===== src/rtl/mdio_pkg.sv =====
package mdio_pkg;
  localparam int ADDR_W  = 5;
  localparam int NUM_PHY = 1 << ADDR_W;
  localparam int FRAME_W = 64;

  // frame bit positions the shift engine decodes
  localparam logic [5:0] BIT_TA_FIRST  = 6'd46;
  localparam logic [5:0] BIT_TA_SECOND = 6'd47;
  localparam logic [5:0] BIT_DATA_FIRST = 6'd48;
  localparam logic [5:0] BIT_LAST      = 6'd63;

  localparam logic [1:0] REG_CTRL  = 2'd0;
  localparam logic [1:0] REG_ALIVE = 2'd1;
  localparam logic [1:0] REG_USER  = 2'd2;

  localparam logic [ADDR_W-1:0] POLL_REG = 5'd1;

  typedef struct packed {
    logic              start;
    logic              isRead;
    logic [ADDR_W-1:0] phyAddr;
    logic [ADDR_W-1:0] regAddr;
    logic [15:0]       wrData;
  } mdioCmd_t;

  typedef enum logic [1:0] {ST_IDLE, ST_USER, ST_POLL} seqState_t;
endpackage


===== src/rtl/mdio_shift_engine.sv =====
module mdio_shift_engine
  import mdio_pkg::*;
#(
  parameter int DIV_W = 8
) (
  input  logic             clk,
  input  logic             rstN,
  input  mdioCmd_t         cmd,
  input  logic [DIV_W-1:0] divider,
  input  logic             mdioIn,
  output logic             mdc,
  output logic             mdioOut,
  output logic             mdioOe,
  output logic             frameDone,
  output logic             ackSeen,
  output logic [15:0]      rdData
);
  logic               active;
  logic               isReadQ;
  logic [DIV_W-1:0]   divCnt;
  logic               mdcQ;
  logic [5:0]         bitCnt;
  logic [FRAME_W-1:0] txShift;
  logic [15:0]        rxShift;
  logic               ackQ;
  logic [FRAME_W-1:0] frameWord;

  always_comb begin
    frameWord = {32'hFFFF_FFFF, 2'b01,
                 cmd.isRead ? 2'b10 : 2'b01,
                 cmd.phyAddr, cmd.regAddr,
                 cmd.isRead ? 2'b11 : 2'b10,
                 cmd.isRead ? 16'hFFFF : cmd.wrData};
  end

  always_ff @(posedge clk) begin
    if (!rstN) begin
      active    <= 1'b0;
      isReadQ   <= 1'b0;
      divCnt    <= '0;
      mdcQ      <= 1'b0;
      bitCnt    <= '0;
      txShift   <= '0;
      rxShift   <= '0;
      ackQ      <= 1'b0;
      frameDone <= 1'b0;
    end else begin
      frameDone <= 1'b0;
      if (!active) begin
        divCnt <= '0;
        mdcQ   <= 1'b0;
        if (cmd.start) begin
          active  <= 1'b1;
          isReadQ <= cmd.isRead;
          bitCnt  <= '0;
          txShift <= frameWord;
          ackQ    <= 1'b0;
        end
      end else if (divCnt >= divider) begin
        divCnt <= '0;
        if (!mdcQ) begin
          // rising MDC edge: sample the line
          mdcQ <= 1'b1;
          if (isReadQ) begin
            if (bitCnt == BIT_TA_SECOND) ackQ <= !mdioIn;
            if (bitCnt >= BIT_DATA_FIRST) rxShift <= {rxShift[14:0], mdioIn};
          end
        end else begin
          // falling MDC edge: advance to the next bit
          mdcQ <= 1'b0;
          if (bitCnt == BIT_LAST) begin
            active    <= 1'b0;
            frameDone <= 1'b1;
          end else begin
            bitCnt  <= bitCnt + 6'd1;
            txShift <= {txShift[FRAME_W-2:0], 1'b0};
          end
        end
      end else begin
        divCnt <= divCnt + 1'b1;
      end
    end
  end

  assign mdc     = mdcQ;
  assign mdioOut = txShift[FRAME_W-1];
  assign mdioOe  = active && !(isReadQ && (bitCnt >= BIT_TA_FIRST));
  assign ackSeen = ackQ;
  assign rdData  = rxShift;
endmodule


===== src/rtl/mdio_sequencer.sv =====
module mdio_sequencer
  import mdio_pkg::*;
#(
  parameter int DIV_W = 8
) (
  input  logic               clk,
  input  logic               rstN,
  input  logic [1:0]         regAddr,
  input  logic               regWrEn,
  input  logic [31:0]        regWrData,
  output logic [31:0]        regRdData,
  input  logic               frameDone,
  input  logic               ackSeen,
  input  logic [15:0]        rdData,
  output mdioCmd_t           cmd,
  output logic [DIV_W-1:0]   divider,
  output logic               idleFlag,
  output logic               goBit,
  output logic [NUM_PHY-1:0] aliveMap
);
  localparam int CTRL_PAD = 30 - DIV_W;

  seqState_t         state;
  logic              enable;
  logic [DIV_W-1:0]  divReg;
  logic              goQ;
  logic              wrQ;
  logic              ackQ;
  logic [ADDR_W-1:0] regQ;
  logic [ADDR_W-1:0] phyQ;
  logic [15:0]       dataQ;
  logic [ADDR_W-1:0] pollAddr;
  logic              pollDone;

  assign idleFlag = (state == ST_IDLE);
  assign pollDone = (state == ST_POLL) && frameDone;

  always_comb begin
    cmd.start   = idleFlag && enable;
    cmd.isRead  = goQ ? !wrQ : 1'b1;
    cmd.phyAddr = goQ ? phyQ : pollAddr;
    cmd.regAddr = goQ ? regQ : POLL_REG;
    cmd.wrData  = dataQ;
  end

  always_ff @(posedge clk) begin
    if (!rstN) begin
      state    <= ST_IDLE;
      enable   <= 1'b0;
      divReg   <= '0;
      goQ      <= 1'b0;
      wrQ      <= 1'b0;
      ackQ     <= 1'b0;
      regQ     <= '0;
      phyQ     <= '0;
      dataQ    <= '0;
      pollAddr <= '0;
    end else begin
      if (regWrEn && regAddr == REG_CTRL) begin
        enable <= regWrData[30];
        divReg <= regWrData[DIV_W-1:0];
      end
      // a command register write is dropped while GO is set
      if (regWrEn && regAddr == REG_USER && !goQ) begin
        goQ   <= regWrData[31];
        wrQ   <= regWrData[30];
        ackQ  <= 1'b0;
        regQ  <= regWrData[25:21];
        phyQ  <= regWrData[20:16];
        dataQ <= regWrData[15:0];
      end
      unique case (state)
        ST_IDLE: if (enable) state <= goQ ? ST_USER : ST_POLL;
        ST_USER: if (frameDone) begin
          goQ   <= 1'b0;
          ackQ  <= wrQ | ackSeen;
          if (!wrQ) dataQ <= rdData;
          state <= ST_IDLE;
        end
        ST_POLL: if (frameDone) begin
          pollAddr <= pollAddr + 1'b1;
          state    <= ST_IDLE;
        end
        default: state <= ST_IDLE;
      endcase
    end
  end

  for (genvar i = 0; i < NUM_PHY; i++) begin : g_alive
    always_ff @(posedge clk) begin
      if (!rstN) aliveMap[i] <= 1'b0;
      else if (pollDone && pollAddr == ADDR_W'(i)) aliveMap[i] <= ackSeen;
    end
  end

  always_comb begin
    unique case (regAddr)
      REG_CTRL:  regRdData = {idleFlag, enable, {CTRL_PAD{1'b0}}, divReg};
      REG_ALIVE: regRdData = aliveMap;
      REG_USER:  regRdData = {goQ, wrQ, ackQ, 3'b000, regQ, phyQ, dataQ};
      default:   regRdData = '0;
    endcase
  end

  assign divider = divReg;
  assign goBit   = goQ;
endmodule


===== src/rtl/mdio_mgmt_ctrl.sv =====
module mdio_mgmt_ctrl
  import mdio_pkg::*;
#(
  parameter int DIV_W = 8
) (
  input  logic        clk,
  input  logic        rstN,
  input  logic [1:0]  regAddr,
  input  logic        regWrEn,
  input  logic [31:0] regWrData,
  output logic [31:0] regRdData,
  output logic        mdc,
  output logic        mdioOut,
  output logic        mdioOe,
  input  logic        mdioIn
);
  mdioCmd_t           cmd;
  logic [DIV_W-1:0]   divider;
  logic               frameDone;
  logic               ackSeen;
  logic [15:0]        rdData;
  logic               idleFlag;
  logic               goBit;
  logic [NUM_PHY-1:0] aliveMap;

  mdio_sequencer #(.DIV_W(DIV_W)) u_seq (
    .clk(clk), .rstN(rstN), .regAddr(regAddr), .regWrEn(regWrEn),
    .regWrData(regWrData), .regRdData(regRdData), .frameDone(frameDone),
    .ackSeen(ackSeen), .rdData(rdData), .cmd(cmd), .divider(divider),
    .idleFlag(idleFlag), .goBit(goBit), .aliveMap(aliveMap)
  );

  mdio_shift_engine #(.DIV_W(DIV_W)) u_eng (
    .clk(clk), .rstN(rstN), .cmd(cmd), .divider(divider), .mdioIn(mdioIn),
    .mdc(mdc), .mdioOut(mdioOut), .mdioOe(mdioOe), .frameDone(frameDone),
    .ackSeen(ackSeen), .rdData(rdData)
  );
endmodule


===== config.mk =====
export PLATFORM = sky130hd
export DESIGN_NAME = mdio_mgmt_ctrl
export DESIGN_NICKNAME = d
export VERILOG_FILES = /design/src/rtl/mdio_pkg.sv /design/src/rtl/mdio_shift_engine.sv /design/src/rtl/mdio_sequencer.sv /design/src/rtl/mdio_mgmt_ctrl.sv
export SDC_FILE = /design/constraint.sdc
export NUM_CORES = 1
export LEC_CHECK = 0
export ABC_CLOCK_PERIOD_IN_PS = 5100
export CAP_MARGIN = 20
export CORE_UTILIZATION = 37
export CTS_BUF_LIST = sky130_fd_sc_hd__clkbuf_16
export CTS_CLUSTER_SIZE = 30
export DETAILED_ROUTE_END_ITERATION = 6
export GPL_TIMING_DRIVEN = 1
export PLACE_DENSITY_LB_ADDON = 0.12
export SLEW_MARGIN = 10
export SYNTH_ARGS = -nofsm -noshare
export SYNTH_HDL_FRONTEND = slang
export SYNTH_SLANG_ARGS = --single-unit

===== constraint.sdc =====
create_clock -name clk -period 5.1 [get_ports clk]
set_clock_uncertainty 0.1 [all_clocks]
set_input_delay 1.02 -clock clk [delete_from_list [all_inputs] [get_ports clk]]
set_output_delay 1.02 -clock clk [all_outputs]
set_load 0.03 [all_outputs]

* Word level (Yosys, flattened, before mapping)
Cells that the tools add are included.
** Cells by class
- Equal/unequal tests :: 45
- Reduce and logical (&&, ||, !) cells :: 57
- Bitwise gates (word level) :: 4
- Order comparisons :: 3
- Add/sub/neg operators :: 3
- Multiplexer cells :: 44
** Operator list (count)
- two-way mux 64 bit :: 5
- one-hot mux 32 bit (3 select lines) :: 1
- == test 5 bit (second input constant) :: 16
- two-way mux 16 bit :: 5
- == test 5 x 4 -> 1 bit (second input constant) :: 8
- logical AND 1 bit :: 39
- two-way mux 6 bit :: 5
- two-way mux 1 bit :: 21
- == test 5 x 3 -> 1 bit (second input constant) :: 4
- != test 2 bit (second input constant) :: 7
- == test 6 bit (second input constant) :: 2
- >= comparator 6 bit (second input constant) :: 2
- == test 5 x 2 -> 1 bit (second input constant) :: 2
- two-way mux 5 bit :: 2
- AND reduction 5 bit :: 2
- adder 8 x 1 -> 8 bit (second input constant) :: 1
- >= comparator 8 bit :: 1
- two-way mux 2 bit :: 4
- AND reduction 2 bit :: 4
- AND reduction 4 bit :: 2
- adder 6 x 1 -> 6 bit (second input constant) :: 1
- adder 5 x 1 -> 5 bit (second input constant) :: 1
- == test 5 x 1 -> 1 bit (second input constant) :: 1
- zero test 5 bit :: 1
- other kinds (11) :: 19
** Storage, ports and cells
- Input bits :: 38
- Flip-flop bits (word level) :: 176
- Logic and storage cells :: 207

* Longest topological paths before layout
Gate-level depths: netlist of the first run.
- Depth in word-level cells :: 7
- Depth in mapped cells :: 10
- Mapped depth without buffers :: 8

* Hierarchy
Synthesis of the first run repeated with hierarchy kept, for this count alone.
** Second synthesis, totals
- Cell total of the unflattened synthesis :: 868
- Area total of the unflattened synthesis :: 8082.8 um^2
** Modules (own cells, without submodules)
- mdio_shift_engine :: instances 1, area each 4276.6 um^2, cells an instance 414, sequential area each 1981.9 um^2
- mdio_sequencer :: instances 1, area each 3806.2 um^2, cells an instance 454, sequential area each 1541.5 um^2

* Worst setup path after synthesis of the first run
OpenSTA, ideal clock, no wires.
- Path kind :: input port to output port
- Start point :: in regAddr[0]
- End point :: out regRdData[0]
- Stages on the path :: 3
- Setup slack :: 1.692 ns
- Arrival time :: 2.288 ns
- Path through :: buf_1 > mux2i_1 > o21ai_0
** On the way
- Cells in the longest elaborated chain, start to end :: 2
** RTL lines
- start: declaration :: line mdio_mgmt_ctrl.sv:8 : input logic [1:0] regAddr,
- == test 2 bit (tied with other cells) :: line mdio_sequencer.sv:97 : unique case (regAddr)
- one-hot mux 32 bit (3 select lines) (*) :: line mdio_sequencer.sv:97
- end: declaration :: line mdio_mgmt_ctrl.sv:11 : output logic [31:0] regRdData,
Mark *: on every way between the ends. The rest lies on a longest branch, timed or not.

* Worst setup path in the final report of the first run
- Start point :: in regAddr[1]
- End point :: out regRdData[31]
The elaborated chain is that of the path after synthesis.

==> impl_metrics.tcl, run 1 <==
set metrics [dict create \
    status "finished, final reports clean" \
    clockBufferDepth 2 \
    rsz0062_at_grt "no" \
    firstDrtPassIters 5 \
    ios 73 \
    cp_common_cell "clkdlybuf4s50_1" \
    clk_pin_slew_ps 60 \
    dp_hpwl_mm 13.4 \
    synthDistinctLibCells 50 \
    totalWireLength_mm 20.7 \
    hold_start "u_eng.txShift[58]" \
    numCtsBuffers 17 \
    maxCapViolations 0 \
    grt_start_max_net_pins 83 \
    yosysTopAreaCellShare_pct 44.8 \
    postSynthAreaPerCell_um2 8.19 \
    fp.coreArea_um2 20600 \
    viasPerCell 5.29 \
    place_area_um2 8600 \
    grtUsageMet3_pct 3.67 \
    num_vias 6712 \
    finalMaxSlewViolations 0 \
    finalNetCount 1042 \
    slowest_delay_ps 760 \
    synth-xor-area-share_pct 1.11 \
    finalCriticalPeriod_ps 4130 \
    reg2reg_depth 9 \
    syn_inst 961 \
    ctsHtreeMaxLevel 4 \
    synthArstFlopShare_pct 0 \
    postLayoutCellArea_um2 9180 \
    dp_cells 1235 \
    worstPathCellList "clkdlybuf4s50_1 -> nor2b_2 -> nand2_1 -> o21ai_0 -> clkdlybuf4s50_1" \
    hold_path_depth 2 \
    yosys-mux-area-fraction_pct 6.61 \
    power.total_mw 2.89 \
    synth_seq_cells 176 \
    clock_latency_ps 420 \
    die_h_um 148 \
    drc 0 \
    cp_max_fo 12 \
    fp.dieW_um 148 \
    grt_antenna_before_repair 0 \
    tightest_slew_ps 977 \
    floorplan.initialDensity_pct 38.3 \
    cp.required_ps 3980 \
    post_cts_buffers 0 \
    ys.flop_type "dfxtp_1" \
    grt_usage_pct 19.5 \
    hold_buffers 0 \
    crit_slowest_cell "clkdlybuf4s50_1" \
    cts.repair.resized 0 \
    drive_gt1_share_pct 8.12 \
    final_antenna_net_count 0 \
    rows 52 \
    synth_top_family_by_area "simple AND/OR/NAND/NOR gates" \
    hp-class "reg2reg" \
    top_usage_layer "met2" \
    holdWs_ps 345 \
    slew_headroom_pct 34.7 \
    synth_compound_area_share_pct 18.6 \
    synth-edff-count 0 \
    max_freq_mhz 242 \
    r2r_start "u_seq.divider[7]" \
    synth-simple-area-share_pct 20.6 \
    cp.arrival_ps 3010 \
    wl_per_cell_um 16.3 \
    drt-initial-drc-count 497 \
    grt_pass1_vias 6270 \
    vdd_drop_max_mv 0.236 \
    met1_usage_pct 27.4 \
    crit_start "regAddr[1]" \
    synth.area.top_cells "dfxtp_1 (45%), nand2_1 (7.6%), mux2i_1 (6.6%)" \
    p_leak_nw 3.31 \
    hold_violations 0 \
    cts_tree "done" \
    final_cells 1268 \
    grt_pass1_wl_mm 33.8 \
    synth_area_leader_cell "dfxtp_1" \
    overflow 0 \
    setup_slack_ps 973 \
    powerDensity_nw_per_um2 315 \
    critPathCaptureType "primary output" \
    syn_to_final_growth_pct 16.7 \
    syn-num-nets 1018 \
    finalSetupTns_ps 0 \
    place_ws_ps 1010 \
    synthAdderAreaFrac_pct 3.02 \
    port_buffers 68 \
    fin_crit_sh_pct 80.9 \
    die-area_um2 21900 \
    synth_common_cells "dfxtp_1 (176), nand2_1 (160), nor2_1 (108)" \
    setup_viol 0 \
    gp_congestion 0.775 \
    ys_seq_area_share_pct 44.8 \
    clock-root-buffer "clkbuf_16" \
    critPathKind "in2out" \
    crit_path_start_kind "input pin" \
    fin_util_pct 44.7 \
    synth_warnings 0 \
    yosysMostFrequentCell "dfxtp_1" \
    met2_usage_pct 30.6 \
    diodes 0 \
    cts.sinks 176 \
    synth_area_um2 7870 \
]
==> flip-flops by register name (all words and copies together), names as in the netlist <==
signal,flops
u_eng.isReadQ,1
u_seq.pollAddr,5
u_eng.rdData,16
u_seq.phyQ,5
u_seq.goBit,1
u_seq.ackQ,1
u_seq.state,2
u_eng.frameDone,1
u_seq.wrQ,1
u_eng.active,1
u_seq.enable,1
u_seq.dataQ,16
u_seq.divider,8
u_eng.bitCnt,6
u_seq.regQ,5
u_eng.divCnt,8
u_eng.txShift,64
u_eng.ackSeen,1
u_eng.mdc,1
u_seq.aliveMap,32
==> power breakdown <==
part	switching, mW	internal, mW	total [mW]
Clock	0.566	0.719	1.28
Combinational	0.107	0.0731	0.180
Sequential	0.0245	1.41	1.43
Total	0.697	2.20	2.89
==> final timing paths <==
path / end / slack (ps)
min: u_eng.txShift[59] / 350
max reg2reg: u_eng.txShift[10] / 2110
min reg2reg: u_eng.txShift[59] / 350
max: regRdData[31] / 970
==> cell type report <==
cell class / instances / area, µm²
fillers: 2122 / 11400
multi-input cells: 687 / 3930
flip-flops and latches: 176 / 3520
repair buffers: 83 / 744
clock buffers: 17 / 425
well taps: 270 / 338
clock inverters: 15 / 144
inverters: 20 / 77.6
==> cell families (layout without fill, tap and decap cells) <==
group,Yosys count,count (layout)
AND/OR/NAND/NOR,370,370
AO/OA/AOI/OAI,236,236
flip-flops,176,176
buffers and inverters,98,135
multiplexers,52,52
adder cells (fa/ha/maj),19,19
XOR/XNOR,10,10
==> routing by layer <==
metal / vias to the layer above / share of wire [%] / routed length (µm)
met5: - / 0 / 0
li1: 3406 / - / -
met2: 118 / 45 / 9390
met3: 11 / 3.7 / 764
met4: 0 / 0.76 / 158
met1: 3177 / 50 / 10400
==> worst max-delay path: cells and delay by family <==
| family | cells | cell delay (ps) |
|---|---|---|
| AND/OR/NAND/NOR | 2 | 570 |
| AO/OA/AOI/OAI | 1 | 180 |
| buffers and inverters | 2 | 1230 |
==> placed cells by master, fill, tap and decap left out, types with 5 or more instances in the layout <==
| cell type | netlist | routed |
|---|---|---|
| dfxtp_1 | 176 | 176 |
| nand2_1 | 160 | 160 |
| nor2_1 | 108 | 108 |
| a21oi_1 | 81 | 81 |
| o21ai_0 | 75 | 75 |
| mux2i_1 | 52 | 52 |
| clkdlybuf4s50_1 | 0 | 46 |
| buf_4 | 2 | 36 |
| nand3_1 | 31 | 31 |
| nand4_1 | 23 | 23 |
| a311oi_1 | 21 | 21 |
| inv_1 | 19 | 20 |
| o221ai_1 | 20 | 20 |
| a22o_1 | 19 | 19 |
| ha_1 | 19 | 19 |
| clkbuf_16 | 0 | 17 |
| nor3_1 | 11 | 11 |
| xor2_1 | 7 | 7 |
| and3_1 | 6 | 6 |
| o211ai_1 | 6 | 6 |
| and2_1 | 5 | 5 |
| a31oi_1 | 5 | 5 |
No activity file was read; power rests on OpenSTA's default activity.
==> run 2: changes to the inputs <==
Settings changed: ABC_CLOCK_PERIOD_IN_PS 5100 to 3800.
Clock period 5.1 ns to 3.8 ns, I/O delays scaled along.
==> run 2 against run 1 <==
- worst setup slack worse by 460 ps
- count of clock-buffer cells in the layout unchanged
- final cell count up 0.39%
- first-iteration DRC count down 0.60%
- routed wire length up 0.42%
- register-to-register slack worse by 1100 ps
- critical path depth up 1
- design area up 0.41%
- critical path type unchanged
==> impl_metrics.tcl, run 2 (synthesis gave the netlist of run 1 again) <==
set metrics [dict create \
    fin_util_pct 44.8 \
    clockBufferDepth 2 \
    dp_cells 1242 \
    diodes 0 \
    vdd_drop_max_mv 0.296 \
    grt_usage_pct 19.6 \
    cp.required_ps 2940 \
    r2r_start "u_eng.active" \
    setup_viol 0 \
    finalMaxSlewViolations 0 \
    drive_gt1_share_pct 9.67 \
    grt_pass1_vias 6288 \
    status "finished, final reports clean" \
    cts_tree "done" \
    path_delay_family "buffers and inverters" \
    final_antenna_net_count 0 \
    top_register "u_eng.txShift" \
    critPathBufInv 3 \
    floorplan.initialDensity_pct 38.3 \
    cp.arrival_ps 2420 \
    cp_max_fo 8 \
    post_cts_buffers 0 \
    totalWireLength_mm 20.8 \
    cts.sinks 176 \
    final_common_cell "dfxtp_1" \
    fin_crit_sh_pct 86.4 \
    drt-initial-drc-count 494 \
    largestRegisters "u_eng.txShift (64), u_seq.aliveMap (32)" \
    clock_latency_ps 430 \
    overflow 0 \
    rows 52 \
    grt_pass1_wl_mm 33.9 \
    hold_start "u_eng.txShift[58]" \
    cts.repair.resized 0 \
    ctsHtreeMaxLevel 4 \
    gp_congestion 0.768 \
    finalSetupTns_ps 0 \
    drc 0 \
    critPathKind "in2out" \
    slowest_delay_ps 590 \
    hold_path_depth 2 \
    r2r-end "u_eng.txShift[10]" \
    maxCapViolations 0 \
    clk_pin_slew_ps 60 \
    min_to "u_eng.txShift[59]" \
    final_cells 1273 \
    rsz0062_at_grt "no" \
    die_h_um 148 \
    critPathCaptureType "primary output" \
    slew_headroom_pct 46.0 \
    finalNetCount 1048 \
    wl_per_cell_um 16.3 \
    finalCriticalPeriod_ps 3280 \
    r2r_setup_slack_ps 1030 \
    grt_start_max_net_pins 55 \
    hold_buffers 0 \
    viasPerCell 5.27 \
    tightest_slew_ps 810 \
    fp.coreArea_um2 20600 \
    worstPathCellList "clkdlybuf4s50_1 -> nor2b_2 -> buf_4 -> nand2_1 -> o21ai_0 -> buf_4" \
    firstDrtPassIters 5 \
    crit_path_start_kind "input pin" \
    reg2reg_depth 6 \
    die-area_um2 21900 \
    grt_antenna_before_repair 0 \
    hp-class "reg2reg" \
    ios 73 \
    numCtsBuffers 17 \
    max_freq_mhz 305 \
    syn_to_final_growth_pct 17.2 \
    num_vias 6715 \
    p_leak_nw 3.37 \
    port_buffers 68 \
    final_cell_mix "dfxtp_1 (176), nand2_1 (160), nor2_1 (108)" \
    clock-root-buffer "clkbuf_16" \
    largest_reg_flops 64 \
    cp_common_cell "buf_4" \
    dp_hpwl_mm 13.6 \
    fp.dieW_um 148 \
    hold_violations 0 \
    powerDensity_nw_per_um2 423 \
    crit_slowest_cell "clkdlybuf4s50_1" \
]
[run 2: how the worst max path moves through the flow]
| stage | from | to | slack [ps] | cells past startpoint |
|---|---|---|---|---|
| after global placement | regAddr[0] | regRdData[0] | 520 | 6 |
| after detailed placement | regAddr[0] | regRdData[0] | 520 | 6 |
| final | regAddr[0] | regRdData[0] | 520 | 6 |
| after global routing | regAddr[0] | regRdData[1] | 440 | 6 |
| after floorplan | regAddr[0] | regRdData[0] | 910 | 3 |
| after CTS | regAddr[0] | regRdData[0] | 510 | 6 |
[run 2: area by class of cell]
class | instances | area [µm²]
Clock inverter | 14 | 143
Sequential cell | 176 | 3520
Tap cell | 270 | 338
Inverter | 20 | 77.6
Fill cell | 2121 | 11300
Multi-Input combinational cell | 687 | 3930
Clock buffer | 17 | 425
Timing Repair Buffer | 89 | 783
[run 2: report_power, final]
group          total [mW]  switching [mW]  internal, mW
sequential           1.92          0.0311          1.89
clock                1.73           0.769         0.965
combinational       0.247           0.145         0.102
[run 2: metrics by stage]
| step | setup slack [ps] | hold slack (ps) | instance area (µm²) | power, mW |
|---|---|---|---|---|
| floorplan | 912 | 329 | 7870 | 2.10 |
| global placement | 524 | 337 | 8650 | 2.21 |
| detailed placement | 517 | 339 | 8650 | 2.21 |
| CTS | 512 | 350 | 9220 | 3.93 |
| global route | 441 | 367 | 9220 | 4.05 |
| finish | 517 | 346 | 9220 | 3.90 |
[run 2: layer usage]
metal  up-vias  track usage, %  routed length (µm)
li1       3411               -                   -
met1      3174            27.1               10500
met2       114            30.9                9420
met3        16            4.10                 648
met4         0            5.15                 234
met5         -               0                   0
[run 2: tightest hold or removal path: cells and delay by family (launching register included)]
kind            cells  cell delay (ps)
flops               1              310
simple gates        1               50
compound gates      1               50
